<file path="config.mk">
export PLATFORM = sky130hd
export DESIGN_NAME = jsense_enable_gate
export DESIGN_NICKNAME = d
export VERILOG_FILES = /design/src/rtl/jsense_pkg.sv /design/src/rtl/jsense_sync.sv /design/src/rtl/jsense_debounce.sv /design/src/rtl/jsense_gate.sv /design/src/rtl/jsense_enable_gate.sv
export SDC_FILE = /design/constraint.sdc
export NUM_CORES = 1
export LEC_CHECK = 0
export CELL_PAD_IN_SITES_DETAIL_PLACEMENT = 0
export CELL_PAD_IN_SITES_GLOBAL_PLACEMENT = 1
export CORE_UTILIZATION = 36
export DETAILED_ROUTE_END_ITERATION = 16
export GPL_TIMING_DRIVEN = 0
export MAX_ROUTING_LAYER = met4
export PLACE_DENSITY = 0.88
export SLEW_MARGIN = 10
export SYNTH_ARGS = -nofsm -noshare
export SYNTH_HDL_FRONTEND = slang
export SYNTH_SLANG_ARGS = --single-unit
</file>
<file path="constraint.sdc">
create_clock -name clk -period 3.8 [get_ports clk]
set_input_delay 0.38 -clock clk [delete_from_list [all_inputs] [get_ports clk]]
set_output_delay 0.38 -clock clk [all_outputs]
set_load 0.1 [all_outputs]
</file>
<file path="src/rtl/jsense_pkg.sv">
package jsense_pkg;
   localparam int unsigned JS_DEF_PINS     = 4;
   localparam int unsigned JS_DEF_OUTS     = 4;
   localparam int unsigned JS_DEF_DEBOUNCE = 16;
   localparam int unsigned JS_DEF_SYNC     = 2;
   localparam int unsigned JS_REF_LEVELS   = 2;

   function automatic logic pick_by_level(input logic level, input logic [1:0] pair);
      return level ? pair[1] : pair[0];
   endfunction
endpackage

</file>
<file path="src/rtl/jsense_sync.sv">
module jsense_sync #(
   parameter int unsigned WIDTH  = 4,
   parameter int unsigned STAGES = 2
) (
   input  logic             clk,
   input  logic             rst_n,
   input  logic [WIDTH-1:0] d_i,
   output logic [WIDTH-1:0] q_o
);
   logic [WIDTH-1:0] stage_q [STAGES];

   generate
      for (genvar s = 0; s < STAGES; s++) begin : g_stage
         if (s == 0) begin : g_first
            always_ff @(posedge clk or negedge rst_n) begin
               if (!rst_n) stage_q[s] <= '0;
               else        stage_q[s] <= d_i;
            end
         end else begin : g_next
            always_ff @(posedge clk or negedge rst_n) begin
               if (!rst_n) stage_q[s] <= '0;
               else        stage_q[s] <= stage_q[s-1];
            end
         end
      end
   endgenerate

   assign q_o = stage_q[STAGES-1];
endmodule

</file>
<file path="src/rtl/jsense_debounce.sv">
module jsense_debounce #(
   parameter int unsigned NUM_PINS        = 4,
   parameter int unsigned DEBOUNCE_CYCLES = 16,
   localparam int unsigned SEL_W = (NUM_PINS > 1) ? $clog2(NUM_PINS) : 1,
   localparam int unsigned CNT_W = (DEBOUNCE_CYCLES > 1) ? $clog2(DEBOUNCE_CYCLES) : 1
) (
   input  logic                clk,
   input  logic                rst_n,
   input  logic [NUM_PINS-1:0] sync_i,
   input  logic [SEL_W-1:0]    sel_i,
   input  logic                det_en_i,
   output logic                level_o
);
   localparam logic [CNT_W-1:0] CNT_LAST = CNT_W'(DEBOUNCE_CYCLES - 1);

   logic [SEL_W-1:0] sel_q;
   logic             det_q;
   logic             cand_q;
   logic             level_q;
   logic [CNT_W-1:0] cnt_q;
   logic             cur;
   logic             restart;

   assign cur     = sync_i[sel_i];
   assign restart = (sel_i != sel_q) || (det_en_i && !det_q);

   always_ff @(posedge clk or negedge rst_n) begin
      if (!rst_n) begin
         sel_q   <= '0;
         det_q   <= 1'b0;
         cand_q  <= 1'b0;
         level_q <= 1'b0;
         cnt_q   <= '0;
      end else begin
         sel_q <= sel_i;
         det_q <= det_en_i;
         if (restart || (cur != cand_q)) begin
            cand_q <= cur;
            cnt_q  <= '0;
         end else if (cnt_q != CNT_LAST) begin
            cnt_q <= cnt_q + 1'b1;
         end else begin
            level_q <= cand_q;
         end
      end
   end

   assign level_o = level_q;

   AST_SETTLE_GATE: assert property (@(posedge clk) disable iff (!rst_n)
      !$stable(level_q) |-> ($past(cnt_q) == CNT_LAST));

   AST_RESTART_CLEARS: assert property (@(posedge clk) disable iff (!rst_n)
      restart |=> (cnt_q == '0));

   AST_RESTART_HOLDS: assert property (@(posedge clk) disable iff (!rst_n)
      restart |=> $stable(level_q));
endmodule

</file>
<file path="src/rtl/jsense_gate.sv">
module jsense_gate
   import jsense_pkg::*;
#(
   parameter int unsigned NUM_OUTS = 4
) (
   input  logic                clk,
   input  logic                rst_n,
   input  logic                det_en_i,
   input  logic                level_i,
   input  logic [NUM_OUTS-1:0] m0_i,
   input  logic [NUM_OUTS-1:0] m1_i,
   input  logic [1:0]          ref_mask_i,
   input  logic [NUM_OUTS-1:0] drv_en_i,
   input  logic                ref_en_i,
   output logic [NUM_OUTS-1:0] drv_en_o,
   output logic                ref_en_o
);
   logic [NUM_OUTS-1:0] eff_mask;
   logic                eff_ref;
   logic [NUM_OUTS-1:0] drv_q;
   logic                ref_q;
   logic                run_q;

   generate
      for (genvar i = 0; i < NUM_OUTS; i++) begin : g_out
         assign eff_mask[i] = det_en_i ? pick_by_level(level_i, {m1_i[i], m0_i[i]}) : 1'b1;
      end
   endgenerate

   assign eff_ref = det_en_i & pick_by_level(level_i, ref_mask_i);

   always_ff @(posedge clk or negedge rst_n) begin
      if (!rst_n) begin
         drv_q <= '0;
         ref_q <= 1'b0;
         run_q <= 1'b0;
      end else begin
         drv_q <= drv_en_i & eff_mask;
         ref_q <= ref_en_i | eff_ref;
         run_q <= 1'b1;
      end
   end

   assign drv_en_o = drv_q;
   assign ref_en_o = ref_q;

   AST_OUT_SUBSET: assert property (@(posedge clk) disable iff (!rst_n)
      (drv_q & ~$past(drv_en_i)) == '0);

   AST_PASS_THRU: assert property (@(posedge clk) disable iff (!rst_n)
      (run_q && !$past(det_en_i)) |-> ((drv_q == $past(drv_en_i)) && (ref_q == $past(ref_en_i))));

   AST_REF_OR: assert property (@(posedge clk) disable iff (!rst_n)
      (run_q && $past(ref_en_i)) |-> ref_q);
endmodule

</file>
<file path="src/rtl/jsense_enable_gate.sv">
module jsense_enable_gate
   import jsense_pkg::*;
#(
   parameter int unsigned NUM_PINS        = JS_DEF_PINS,
   parameter int unsigned NUM_OUTS        = JS_DEF_OUTS,
   parameter int unsigned DEBOUNCE_CYCLES = JS_DEF_DEBOUNCE,
   parameter int unsigned SYNC_STAGES     = JS_DEF_SYNC,
   localparam int unsigned SEL_W = (NUM_PINS > 1) ? $clog2(NUM_PINS) : 1
) (
   input  logic                clk,
   input  logic                rst_n,
   input  logic [NUM_PINS-1:0] gpio_i,
   input  logic [SEL_W-1:0]    sense_sel_i,
   input  logic                detect_en_i,
   input  logic [NUM_OUTS-1:0] lvl0_mask_i,
   input  logic [NUM_OUTS-1:0] lvl1_mask_i,
   input  logic [1:0]          ref_mask_i,
   input  logic [NUM_OUTS-1:0] drv_en_i,
   input  logic                ref_en_i,
   output logic [NUM_OUTS-1:0] drv_en_o,
   output logic                ref_en_o
);
   generate
      if (NUM_PINS < 2)        begin : g_chk_pins  $error("NUM_PINS must be at least 2");        end
      if (NUM_OUTS < 1)        begin : g_chk_outs  $error("NUM_OUTS must be at least 1");        end
      if (DEBOUNCE_CYCLES < 2) begin : g_chk_deb   $error("DEBOUNCE_CYCLES must be at least 2"); end
      if (SYNC_STAGES < 2)     begin : g_chk_sync  $error("SYNC_STAGES must be at least 2");     end
   endgenerate

   logic [NUM_PINS-1:0] gpio_sync;
   logic                level;

   jsense_sync #(.WIDTH(NUM_PINS), .STAGES(SYNC_STAGES)) u_sync (
      .clk   (clk),
      .rst_n (rst_n),
      .d_i   (gpio_i),
      .q_o   (gpio_sync)
   );

   jsense_debounce #(.NUM_PINS(NUM_PINS), .DEBOUNCE_CYCLES(DEBOUNCE_CYCLES)) u_deb (
      .clk      (clk),
      .rst_n    (rst_n),
      .sync_i   (gpio_sync),
      .sel_i    (sense_sel_i),
      .det_en_i (detect_en_i),
      .level_o  (level)
   );

   jsense_gate #(.NUM_OUTS(NUM_OUTS)) u_gate (
      .clk        (clk),
      .rst_n      (rst_n),
      .det_en_i   (detect_en_i),
      .level_i    (level),
      .m0_i       (lvl0_mask_i),
      .m1_i       (lvl1_mask_i),
      .ref_mask_i (ref_mask_i),
      .drv_en_i   (drv_en_i),
      .ref_en_i   (ref_en_i),
      .drv_en_o   (drv_en_o),
      .ref_en_o   (ref_en_o)
   );
endmodule

</file>
==> impl_metrics.toml <==
[route]
num_vias = 559
wl_um = 1320
ant_nets = 0
drt-wirelength-per-cell_um = 11.2
drtPass1Iterations = 3
drc = 0
drtIter0Drc = 5
post_drt_via_cell_ratio = 4.74

[setup_path]
critPathKind = "reg2out"
cp_slowest_cell = "clkdlybuf4s50_1"
cp_max_fo = 1
critPathLaunchType = "register"
critical_path.endpoint_type = "output pin"
worstReg2RegStart = "u_sync.q_o[3]"
regToRegSetupSlack_ps = 2040
cp.required_ps = 3420
cpLargestDelayFamily = "buffers and inverters"
cpPeakStageDelay_ps = 1130
r2r_end = "u_deb.cnt_q[3]"
crit_path_cell_trace = "clkdlybuf4s50_1"
r2r_cells = 4
cp_data_arrival_time_ps = 1770
endpoint = "drv_en_o[2]"
critical_path_buf_inv_count = 1
crit_start = "u_gate.drv_en_o[2]"
cp_num_cells = 1

[finish]
final_common_cell = "clkdlybuf4s50_1"
fin_nets = 116
antenna-diode-count = 0
fin_util_pct = 54.8
drive_gt1_share_pct = 10.0
syn_to_final_growth_pct = 44.1
fillCellCount = 179
layout_common_cells = "clkdlybuf4s50_1, dfrtp_1, mux2i_1"

[placed_design]
dp_slack_ps = 1410
port_buffers = 28
dp_hpwl_um = 1020
gp_congestion = 0.668

[grt]
grt_pass1_vias = 549
grt_start_max_net_pins = 23
grt_pass1_wl_um = 2350
grt-ovfl-total = 0
antenna_found_initial = 0
grt_util_all_layers_pct = 12.9

[logic_synthesis]
synthCells = 58
yosysTopAreaCellShare_pct = 66.1
syn-num-nets = 83
synth_area_leaders = "dfrtp_1, mux2i_1, a21boi_0, mux4_2, nor3_2"
syn_area_um2 = 833
ys_types = 23
yosysWarnings = 0
avgSynthCellArea_um2 = 14.4
yosysSeqAreaShare_pct = 66.1
ys_ff_latch = 22
yosysTopAreaCell = "dfrtp_1"

[worst_hold_path]
min_path_type = "reg2reg"
min_path_cells = 0

[power_and_ir_drop]
power_density_nw_per_um2 = 418
ir_drop_uv = 302
p_leak_nw = 0.498

[die]
io_pins = 29
core_area_um2 = 2190
die_area_um2 = 2510
initial_core_util_pct = 38.0
die_x_um = 50.1
die_height_um = 50.1
rows = 17

[clock_tree]
insertion_delay_ps = 300
cts-buffers-inserted = 3
clk_path_buf_depth = 2
cts-htree-levels = 1
clockRootBuffer = "clkbuf_4"
clk_pin_slew_ps = 120
cts_resized = 0
cts_tree = "yes"
cts_setup_buffers = 0
ctsHoldBuffers = 0
cts.sinks = 22

[sta]
rsz0062_at_grt = "false"
fmax_mhz = 464
slew_headroom_pct = 34.7
worst_pin_slew_ps = 977
fin_crit_sh_pct = 56.7
fin_worst_skew_ps = 3.03
worst_slack_ps = 1650
setup_viol_count_final = 0
final_hold_viol_count = 0
fin_crit_ps = 2150
setup_tns_ps = 0
finalMaxSlewViolations = 0

[outcome]
outcome = "finished, final reports clean"

[flow_run]
drv_cap = 0
## cell families after synthesis
group	count (synthesis)	share of synthesized area (%)
AO/OA/AOI/OAI	8	6.91
XOR/XNOR	4	4.20
adder cells (fa/ha/maj)	1	1.50
buffers and inverters	2	0.900
flip-flops	22	66.1
multiplexers	7	10.1
AND/OR/NAND/NOR	14	10.4
## area by class of cell
class,count,area [um^2],share of cell area [%]
repair buffers,28,280,23.3
flip-flops and latches,22,551,45.8
plain buffers,1,3.75,0.313
inverters,1,3.75,0.313
clock inverters,1,30.0,2.50
clock buffers,3,22.5,1.88
well taps,28,35.0,2.92
multi-input cells,34,275,22.9
## registers in the layout, summed over array words and instances (netlist names)
signal and flops:
u_gate.ref_en_o 1, u_gate.drv_en_o 4, u_deb.sel_q 2, u_deb.det_q 1
u_deb.level_o 1, u_deb.cnt_q 4, u_deb.cand_q 1, u_sync.q_o 4
u_sync.stage_q 4
## stage by stage
| step | instances | instance area, um^2 | hold WS, ps | power [mW] |
|---|---|---|---|---|
| floorplan | 58 | 833 | 84.4 | 0.294 |
| global placement | 114 | 1150 | 332 | 0.333 |
| detailed placement | 114 | 1150 | 335 | 0.334 |
| CTS | 118 | 1200 | 364 | 0.508 |
| global route | 118 | 1200 | 376 | 0.524 |
| finish | 118 | 1200 | 362 | 0.502 |
## per-layer routing
metal  track usage (%)  vias to the layer above  share of wire (%)
met1              16.4                      282                 41
met5                 -                        -                  0
li1                  -                      267                  -
met3              2.78                        2                2.4
met2              20.2                        8                 56
met4              4.29                        0               0.61
## how the worst min path moves through the flow
stage | startpoint | end
global placement | u_sync.stage_q[6] | u_sync.q_o[2]
CTS | u_sync.stage_q[4] | u_sync.q_o[0]
floorplan | rst_n | u_deb.cand_q
detailed placement | u_sync.stage_q[4] | u_sync.q_o[0]
global route | u_sync.stage_q[6] | u_sync.q_o[2]
finish | u_sync.stage_q[4] | u_sync.q_o[0]
## where the power goes
group	switching, mW	internal [mW]	total, mW	leakage [nW]
sequential	0.00390	0.245	0.249	0.269
clock	0.0673	0.106	0.174	0.0279
combinational	0.0432	0.0360	0.0792	0.201
## cells in the mapped netlist
cell type,instances
nor2_1,4
xor2_1,2
nor3_2,2
mux4_2,1
a21boi_0,4
mux2i_1,5
nor2b_1,1
mux2_2,1
dfrtp_1,22
a21o_1,1
a21oi_1,1
a31oi_1,1
nor3b_1,1
nand2_1,1
ha_1,1
nand3_1,2
inv_1,1
nor4_1,1
nand2b_1,1
o2bb2ai_1,1
clkbuf_1,1
or4_4,1
xnor2_1,2
Note: power is estimated with default switching activity, not from simulation.
